===== src/rtl/lockstep_rcu.sv =====
module lockstep_rcu #(
  parameter int DW = 32,
  parameter int NREGS = 8,
  parameter int CNT_W = 8,
  localparam int AW = $clog2(NREGS)
) (
  input  logic             clk,
  input  logic             rst_n,
  input  logic             dec_a_vld,
  input  logic [DW-1:0]    dec_a_bus,
  input  logic             dec_b_vld,
  input  logic [DW-1:0]    dec_b_bus,
  input  logic             exe_a_vld,
  input  logic [AW-1:0]    exe_a_dst,
  input  logic [DW-1:0]    exe_a_res,
  input  logic             exe_b_vld,
  input  logic [AW-1:0]    exe_b_dst,
  input  logic [DW-1:0]    exe_b_res,
  output logic             commit_en,
  output logic             retry_req,
  output logic             err_flag,
  output logic             stop,
  output logic [CNT_W-1:0] retry_cnt,
  output logic             xfer_valid,
  input  logic             xfer_ready,
  output logic [DW-1:0]    xfer_data,
  output logic             xfer_done
);
  typedef enum logic [2:0] {S_NORM, S_REST, S_RETRY, S_STOP, S_XFER} st_t;

  st_t           st;
  logic [DW-1:0] ckpt [NREGS];
  logic [AW-1:0] xidx;
  logic          sent, done_r;

  wire dec_bad = (dec_a_vld != dec_b_vld) ||
                 (dec_a_vld && dec_b_vld && dec_a_bus != dec_b_bus);
  wire exe_bad = (exe_a_vld != exe_b_vld) ||
                 (exe_a_vld && exe_b_vld &&
                  (exe_a_res != exe_b_res || exe_a_dst != exe_b_dst));
  wire mis  = dec_bad || exe_bad;
  wire live = (st == S_NORM) || (st == S_RETRY);
  wire last = (xidx == AW'(NREGS - 1));

  assign commit_en  = live && !mis && exe_a_vld && exe_b_vld;
  assign retry_req  = (st == S_REST);
  assign stop       = (st == S_STOP) || (st == S_XFER);
  assign xfer_valid = (st == S_XFER);
  assign xfer_data  = ckpt[xidx];
  assign xfer_done  = done_r;

  always_ff @(posedge clk or negedge rst_n) begin
    if (!rst_n) begin
      for (int i = 0; i < NREGS; i++) ckpt[i] <= '0;
    end else if (commit_en) begin
      ckpt[exe_a_dst] <= exe_a_res;
    end
  end

  always_ff @(posedge clk or negedge rst_n) begin
    if (!rst_n) begin
      st        <= S_NORM;
      err_flag  <= 1'b0;
      retry_cnt <= '0;
      xidx      <= '0;
      sent      <= 1'b0;
      done_r    <= 1'b0;
    end else begin
      done_r <= 1'b0;
      case (st)
        S_NORM:
          if (mis) begin
            st       <= S_REST;
            err_flag <= 1'b1;
          end
        S_REST:
          st <= S_RETRY;
        S_RETRY:
          if (mis) begin
            st <= S_STOP;
          end else if (commit_en) begin
            st       <= S_NORM;
            err_flag <= 1'b0;
            if (retry_cnt != '1) retry_cnt <= retry_cnt + CNT_W'(1);
          end
        S_STOP:
          if (!sent) begin
            st   <= S_XFER;
            xidx <= '0;
          end
        S_XFER:
          if (xfer_ready) begin
            if (last) begin
              st     <= S_STOP;
              sent   <= 1'b1;
              done_r <= 1'b1;
            end else begin
              xidx <= xidx + AW'(1);
            end
          end
        default:
          st <= S_STOP;
      endcase
    end
  end
endmodule


===== config.mk =====
export PLATFORM = sky130hd
export DESIGN_NAME = lockstep_rcu
export DESIGN_NICKNAME = d
export VERILOG_FILES = /design/src/rtl/lockstep_rcu.sv
export SDC_FILE = /design/constraint.sdc
export NUM_CORES = 1
export LEC_CHECK = 0
export ABC_AREA = 1
export BUFFER_PORTS_ARGS = -buffer_cell sky130_fd_sc_hd__buf_2
export CAP_MARGIN = 5
export CELL_PAD_IN_SITES_DETAIL_PLACEMENT = 0
export CELL_PAD_IN_SITES_GLOBAL_PLACEMENT = 1
export CORE_MARGIN = 2
export CORE_UTILIZATION = 39
export DETAILED_ROUTE_END_ITERATION = 16
export PLACE_DENSITY_LB_ADDON = 0.1
export RECOVER_POWER = 50
export SLEW_MARGIN = 0
export SYNTH_ARGS = -nofsm -noshare
export SYNTH_HDL_FRONTEND = slang
export SYNTH_SLANG_ARGS = --single-unit

===== constraint.sdc =====
create_clock -name clk -period 1.5 [get_ports clk]
set_input_delay 0.075 -clock clk [delete_from_list [all_inputs] [get_ports clk]]
set_output_delay 0.075 -clock clk [all_outputs]
set_load 0.01 [all_outputs]

==> results.toml, run 1 <==
[status]
status = "finished, violations left"
violations = "negative setup slack"

[setup_path]
slowest_delay_ns = 0.58
cp-end-kind = "output port"
cp_max_fo = 16
required_ns = 1.42
critPathBufInv = 3
worst-endpoint-arrival_ns = 2.21
cpLargestDelayFamily = "flip-flops"
cp-start-kind = "register"
crit_chain = "clkinv_8 > buf_12 > nor2_2 > o22ai_1 > nor2_1 > a31oi_2 > buf_2"
worstSetupPathType = "reg -> out"
cp_slowest_cell = "dfrtp_4"

[cells_and_area]
layout.nets = 2411
nFillCells = 3367
n_antenna_cell = 0
multi_input_area_sq_mm = 0.00862
finish.instance_area_sq_mm = 0.0223
drive_gt1_frac = 0.394
final_util = 0.595
regArea_sq_mm = 0.00684
syn2layout_area_growth_pct = 50.9

[logic_synthesis]
ys_seq_area_frac = 0.462
synthArstFlopShare = 1.00
synth.largest_area_cell = "dfrtp_1"
syn_inst = 1954
synthDominantCellAreaShare = 0.462
avgSynthCellArea_sq_um = 7.56
synth_area_leaders = "dfrtp_1, nand2_1, nand4_1"
yosys_warnings = 0
syn_nets = 2100
synth_edf_count = 0
synth-seq-cells = 273
ys.flop_type = "dfrtp_1"
syn_area_sq_mm = 0.0148
synth_cell_types = 27

[placed_design]
post-dp-hpwl_microns = 32900
placement.cell_area_sq_mm = 0.0173
gp_congestion = 0.796
numPortBuffers = 186

[sta]
worst_slack_ns = -0.784
min_period_ns = 2.28
finalSetupViolations = 307
relSlewSlack = 0.436
fin_skew_ns = 0.0230
timing.fmax_mhz = 438
hold_ws_ns = 0.0170
tightestPinTransition_ns = 0.846
rsz0062_at_grt = "true"
slew_violations = 0
finalCritPeriodShare = 1.52
hold_viol = 0

[die]
die_x_microns = 199
io_pins = 187
num_rows = 71
die_h_microns = 199
core_area_sq_mm = 0.0375
fp.dieArea_sq_mm = 0.0395
start_util = 0.394

[cts]
insertion_delay_ns = 0.53
cts.sinks = 273
htree_levels = 2
clk_pin_slew_ns = 0.06
root_buffer = "clkbuf_16"
cts_tree = "yes"
clockBufferDepth = 3
cts_buffers = 34

[global_route]
antenna_found_initial = 0
grt.overflow.total = 0
grt_max_degree = 62
first_global_vias = 15400
grt_use_total = 0.309
grt_pass1_wl_microns = 92300

[routing]
drc = 0
vias_per_cell = 5.63
ant_nets = 0
routed_wl_microns = 62100
drtIter0Drc = 1418
wl_per_cell_microns = 22.2
first_pass_iters = 5
via_count = 15800

[pwr]
power_mw = 28.0
max-vdd-ir-drop_mv = 0.645
pwr_density_cell_mw_per_mm2 = 1260
power.leakage_nw = 11.0

[worst_hold_path]
hp-class = "in -> reg"

[job]
maxCapViolCount = 0
==> routing by layer <==
metal	vias to the layer above	track usage	routed length, microns
met3	153	0.0668	5180
met4	0	0.136	2680
met2	647	0.495	29200
li1	7191	-	-
met1	7761	0.403	25000
met5	-	0	0
==> through the flow <==
stage	setup WS [ns]	TNS, ns	instances
2_1_floorplan	-0.114	-24.75	1954
4_1_cts	-0.750	-140.58	2786
6_report	-0.784	-132.42	2798
3_5_place_dp	-0.773	-201.64	2624
3_3_place_gp	-0.752	-196.99	2624
5_1_grt	-0.823	-154.90	2798
==> cell type report <==
cell class / count / share of cell area
clock inverter: 5 / 0.00123
clock buffer: 53 / 0.0478
inverter: 47 / 0.00914
timing repair buffer: 468 / 0.220
multi-input combinational: 1441 / 0.387
sequential: 273 / 0.307
tap: 511 / 0.0287
==> cell families after synthesis <==
family | after synthesis | share of synthesized area
fa+ha+maj | 5 | 0.00423
simple gates | 1174 | 0.350
xor+xnor | 60 | 0.0356
buf+inv | 240 | 0.0736
flops | 273 | 0.462
compound gates | 202 | 0.0741
==> path summary, 6_finish.rpt <==
kind	start	end	slack (ns)	cells past startpoint
setup reg to reg	st[2]	ckpt[95]	-0.58	14
setup / recovery	xidx[0]	xfer_data[31]	-0.78	7
max in group asynchronous	rst_n	ckpt[238]	0.19	3
hold / removal	exe_a_res[26]	ckpt[250]	0.02	4
min in group asynchronous	rst_n	ckpt[9]	0.22	2
hold reg to reg	sent	sent	0.46	1
==> sequential cells by signal, summed over array words and instances (netlist names) <==
register / cells
st: 3
err_flag: 1
retry_cnt: 8
xidx: 3
ckpt: 256
xfer_done: 1
sent: 1
==> cell usage in the layout (no fill, tap or decap), types with 17 or more instances in the layout <==
cell,count
nand2_1,312
dfrtp_1,271
nand4_1,260
nor2_1,227
nand2_2,204
buf_2,177
buf_4,106
nand2_4,101
o21ai_0,90
buf_12,72
clkbuf_16,47
xnor2_1,41
o21ai_1,37
inv_1,36
buf_6,36
a31oi_1,27
buf_16,25
o22ai_1,24
dlygate4sd3_1,19
nor2_2,18
nand3_1,17
==> worst min-delay path: stages <==
cell and delay (ns):
buf_2 0.13, buf_4 0.17, nand4_1 0.08, nand2_1 0.05
==> power breakdown <==
group          switching (mW)  internal [mW]  total, mW
logic                    5.82           5.06       10.9
clock network            3.30           4.87       8.17
registers               0.754           8.21       8.96
total                    9.87           18.1       28.0
==> cell usage after synthesis (11+ instances only) <==
library cell	instances
a31oi_1	32
buf_2	74
buf_6	11
clkbuf_1	104
dfrtp_1	273
inv_1	47
nand2_1	615
nand3_1	24
nand4_1	260
nor2_1	255
o21ai_0	134
o22ai_1	32
xnor2_1	53
==> what timing repair did <==
action	CTS	global route
pin swaps	32	79
gates resized for setup	228	492
setup buffers	50	39
endpoints found under the setup margin	307	309
gates cloned	35	10
hold endpoints to repair	390	0
hold buffers	19	0
No activity file was read; power rests on OpenSTA's default activity.
==> run 2, diff against run 1 <==
RECOVER_POWER = not set   (was 50)
SKIP_LAST_GASP = 1   (was not set)
==> run 2 against run 1 <==
  * Sequential cell count unchanged
  * Total power up 2.5%
  * Cell count up 0.43%
  * Worst hold slack worse by 0.0018 ns
  * The flow still finishes with violations (negative setup slack)
  * First-iteration DRC count down 10%
  * Critical path depth unchanged
  * Register-to-register slack better by 0.05 ns
  * Clock skew down 0.0010 ns
==> results.toml, run 2 (same netlist as run 1, synthesis figures left out) <==
[routing]
via_count = 15900
wl_per_cell_microns = 22.7
drtIter0Drc = 1274
vias_per_cell = 5.65
ant_nets = 0
first_pass_iters = 5
drc = 0
routed_wl_microns = 63700

[cells_and_area]
n_antenna_cell = 0
syn2layout_area_growth_pct = 52.9
drive_gt1_frac = 0.399
layout.nets = 2423
nFillCells = 3339
layout_commonest_cell = "nand2_1"
top_regs = "ckpt x256, retry_cnt x8"
largest_reg_flops = 256
final_cell_mix = "nand2_1, dfrtp_1, nand4_1"
largest-register = "ckpt"

[die]
start_util = 0.394
io_pins = 187
core_area_sq_mm = 0.0375
die_x_microns = 199
num_rows = 71
die_h_microns = 199
fp.dieArea_sq_mm = 0.0395

[pwr]
p_seq_frac = 0.310
pwr-share-clk = 0.285
power_mw = 28.7
power.leakage_nw = 11.1
switching_share = 0.354
pwr_density_cell_mw_per_mm2 = 1270
p_sw_mw = 10.2
p_int_mw = 18.6
combPwrFrac = 0.405
max-vdd-ir-drop_mv = 0.685

[global_route]
first_global_vias = 15400
grt_max_degree = 62
grt_pass1_wl_microns = 92200
grt_use_total = 0.308
grt.overflow.total = 0
antenna_found_initial = 0

[cts]
htree_levels = 2
root_buffer = "clkbuf_16"
clk_pin_slew_ns = 0.06
cts_buffers = 34
clockBufferDepth = 3
insertion_delay_ns = 0.54
cts_tree = "yes"
cts.sinks = 273

[sta]
relSlewSlack = 0.449
rsz0062_at_grt = "true"
hold_viol = 0
finalCritPeriodShare = 1.53
worst_slack_ns = -0.796
fin_skew_ns = 0.0220
tightestPinTransition_ns = 0.826
finalSetupViolations = 306
min_period_ns = 2.30
hold_ws_ns = 0.0153
slew_violations = 0
timing.fmax_mhz = 436

[setup_path]
cp_max_fo = 10
required_ns = 1.42
cp-end-kind = "output port"
worst-endpoint-arrival_ns = 2.22
cp-start-kind = "register"
worstSetupPathType = "reg -> out"

[placed_design]
gp_congestion = 0.796
numPortBuffers = 186
post-dp-hpwl_microns = 32900

[job]
maxCapViolCount = 0

[status]
violations = "negative setup slack"
status = "finished, violations left"

[worst_hold_path]
hp-class = "in -> reg"
## run 2: cell count changes in the layout (fill, tap and decap cells not counted), sizes merged
| cell | before | now |
|---|---|---|
| buf | 429 | 442 |
| clkbuf | 73 | 71 |
| inv | 46 | 47 |
## run 2: path summary, 6_finish.rpt
check | from | endpoint | slack (ns) | depth (start not counted)
max | xidx[0] | xfer_data[31] | -0.80 | 7
min | exe_a_res[26] | ckpt[250] | 0.02 | 4
max reg2reg | st[2] | ckpt[31] | -0.53 | 13
min reg2reg | ckpt[61] | ckpt[61] | 0.47 | 2
max in group asynchronous | rst_n | ckpt[115] | 0.72 | 3
min in group asynchronous | rst_n | ckpt[9] | 0.09 | 2
## run 2: cell type report
class	count	area, sq um	area share
inverters	47	206	0.00913
multi-input cells	1441	8670	0.384
clock inverters	5	27.5	0.00122
repair inverters	1	11.3	0.000498
repair buffers	479	5140	0.228
flip-flops and latches	273	6840	0.302
well taps	511	639	0.0283
clock buffers	53	1070	0.0472
## run 2: power by group through the flow
stage | Combinational [mW] | Clock (mW) | Sequential, mW
2_1_floorplan | 4.64 | 0 | 8.68
3_3_place_gp | 8.24 | 0 | 8.77
3_5_place_dp | 8.27 | 0 | 8.79
4_1_cts | 9.61 | 8.30 | 8.73
5_1_grt | 12.5 | 8.62 | 9.00
6_report | 11.6 | 8.18 | 8.90
## run 2: layer usage
| layer | GRT usage | routed length, microns | vias up |
|---|---|---|---|
| met1 | 0.400 | 25400 | 7841 |
| met4 | 0.135 | 2920 | 0 |
| met5 | 0 | 0 | - |
| met2 | 0.495 | 30100 | 650 |
| li1 | - | - | 7225 |
| met3 | 0.0687 | 5250 | 169 |
## run 2: worst max-delay path, cell delays in order, from the launching register on
cell and delay (ns):
dfrtp_4 0.49, buf_12 0.16, buf_16 0.16, o21ai_0 0.32
o22ai_1 0.14, nor2_1 0.16, a31oi_2 0.08, buf_2 0.17
## run 2: repair_timing
action | CTS | global route
gates cloned | 35 | 17
pin swaps | 26 | 80
buffers inserted | 50 | 40
gates resized for setup | 192 | 527
hold endpoints to repair | 389 | 0
hold buffers | 19 | 0
endpoints found under the setup margin | 307 | 309
## run 2: through the flow
step	std cells	TNS, ns	util	instance area, sq um	setup WS [ns]
after floorplan	1954	-24.75	-	15000	-0.114
after global placement	2624	-196.99	0.462	17300	-0.752
after detailed placement	2624	-201.64	0.462	17300	-0.773
after CTS	2786	-140.74	0.554	20800	-0.750
after global routing	2810	-147.90	0.603	22600	-0.848
final	2810	-128.67	0.603	22600	-0.796
==> run 3, diff against run 2 <==
RECOVER_POWER = 50   (was not set)
==> run 3 against run 2 <==
  * The run still ends with negative setup slack left
  * Die area unchanged
  * First-iteration DRC count up 1.5%
  * Clock-buffer cell count unchanged
  * Largest cell class unchanged
  * Largest power group unchanged
==> results.toml, run 3 (same netlist as run 1, synthesis figures left out) <==
[status]
status = "finished, violations left"
violations = "negative setup slack"

[cts]
insertion_delay_ns = 0.53
root_buffer = "clkbuf_16"
clk_pin_slew_ns = 0.06
cts.sinks = 273
clockBufferDepth = 3
htree_levels = 2
cts_tree = "yes"
cts_buffers = 34

[cells_and_area]
layout_commonest_cell = "nand2_1"
nFillCells = 3347
largest_reg_flops = 256
layout.nets = 2423
final_cell_mix = "nand2_1, dfrtp_1, nand4_1"
syn2layout_area_growth_pct = 52.5
top_regs = "ckpt x256, retry_cnt x8"
largest-register = "ckpt"
drive_gt1_frac = 0.397
n_antenna_cell = 0
final_util = 0.601

[sta]
tightestPinTransition_ns = 0.857
finalSetupViolations = 306
fin_setup_tns_ns = -128.99
relSlewSlack = 0.429
timing.fmax_mhz = 435
fin_skew_ns = 0.0206
worst_slack_ns = -0.799
rsz0062_at_grt = "true"
hold_viol = 0
min_period_ns = 2.30
slew_violations = 0
finalCritPeriodShare = 1.53

[die]
die_h_microns = 199
io_pins = 187
die_x_microns = 199
start_util = 0.394
fp.dieArea_sq_mm = 0.0395
core_area_sq_mm = 0.0375
num_rows = 71

[routing]
via_count = 15900
vias_per_cell = 5.66
routed_wl_microns = 63600
routed.top_layer = "met4"
first_pass_iters = 6
drtIter0Drc = 1293
met1Wirelength_microns = 25600
drc = 0
met3_wirelength_microns = 4910
route.met2.wl_microns = 30100
ant_nets = 0
wl_per_cell_microns = 22.6

[global_route]
first_global_vias = 15400
antenna_found_initial = 0
grt.overflow.total = 0
grt_use_total = 0.308
grt_max_degree = 62
grt_pass1_wl_microns = 92200

[setup_path]
cpLargestDelayFamily = "compound AO/OA/AOI/OAI gates"
reg2regPathDepth = 13
slowest_delay_ns = 0.49
r2r_slack_ns = -0.54
cp-end-kind = "output port"
cp-start-kind = "register"
critPathBufInv = 3
worstSetupPathType = "reg -> out"
cp_slowest_cell = "dfrtp_4"
critical_path_depth = 7
crit_chain = "buf_12 > buf_16 > o21ai_0 > o22ai_1 > nor2_1 > a31oi_2 > buf_2"
required_ns = 1.42
worst-endpoint-arrival_ns = 2.22
cp_max_fo = 10

[placed_design]
gp_congestion = 0.796
numPortBuffers = 186
post-dp-hpwl_microns = 32900
dp_slack_ns = -0.773

[worst_hold_path]
hp-class = "in -> reg"
hold_path_depth = 4

[job]
maxCapViolCount = 0

[pwr]
power.leakage_nw = 11.1
power_mw = 28.7
pwr_density_cell_mw_per_mm2 = 1270
max-vdd-ir-drop_mv = 0.681
[run 3: changes by cell type in the layout (fill, tap and decap cells not counted)]
cell	before	now
clkbuf_2	0	1
clkbuf_1	8	12
buf_12	74	71
buf_4	114	111
buf_8	16	15
clkbuf_4	3	5
[run 3: power breakdown]
group | switching (mW) | total [mW] | internal [mW] | leakage, nW
combinational | 6.15 | 11.6 | 5.47 | 6.76
clock | 3.31 | 8.18 | 4.87 | 0.539
sequential | 0.698 | 8.90 | 8.21 | 3.75
[run 3: layer usage]
metal  vias to the layer above  global-route usage
li1                       7243                   -
met1                      7836               0.400
met2                       663               0.495
met3                       167              0.0687
met4                         0               0.135
met5                         -                   0
[run 3: worst register-to-register path, cell delays in order, from the launching register on]
cell and delay (ns):
dfrtp_1 0.39, inv_2 0.08, nand4_1 0.10, buf_6 0.15, nor2_4 0.14, buf_12 0.12, buf_16 0.11, buf_12 0.10
buf_12 0.11, nand3_4 0.15, buf_12 0.19, buf_16 0.14, nand2_2 0.06, nand2_1 0.09
[run 3: timing repair]
action	CTS	global route
gates cloned	35	17
hold buffers	19	0
gates resized for setup	192	527
pin swaps	26	80
setup endpoints to repair	307	309
setup buffers	50	40
endpoints found under the hold margin	389	0
[run 3: area by class of cell]
class                           count  area [sq um]  share of cell area
Multi-Input combinational cell   1441          8670               0.385
Sequential cell                   273          6840               0.303
Timing Repair Buffer              479          5080               0.225
Clock buffer                       53          1070              0.0473
Tap cell                          511           639              0.0284
Inverter                           47           206             0.00916
Clock inverter                      5          27.5             0.00122
Timing Repair inverter              1          11.3            0.000500
[run 3: worst paths after layout]
kind | to | start
max | xfer_data[31] | xidx[0]
min | ckpt[250] | exe_a_res[26]
max reg2reg | ckpt[31] | st[2]
min reg2reg | ckpt[61] | ckpt[61]
max in group asynchronous | ckpt[182] | rst_n
min in group asynchronous | ckpt[73] | rst_n
[run 3: per-stage QoR]
stage / instances / area [sq um] / hold WS [ns]
2_1_floorplan: 1954 / 15000 / -0.221
3_3_place_gp: 2624 / 17300 / 0.0516
3_5_place_dp: 2624 / 17300 / 0.0512
4_1_cts: 2786 / 20800 / 0.00146
5_1_grt: 2810 / 22500 / 0.0185
6_report: 2810 / 22500 / 0.0120
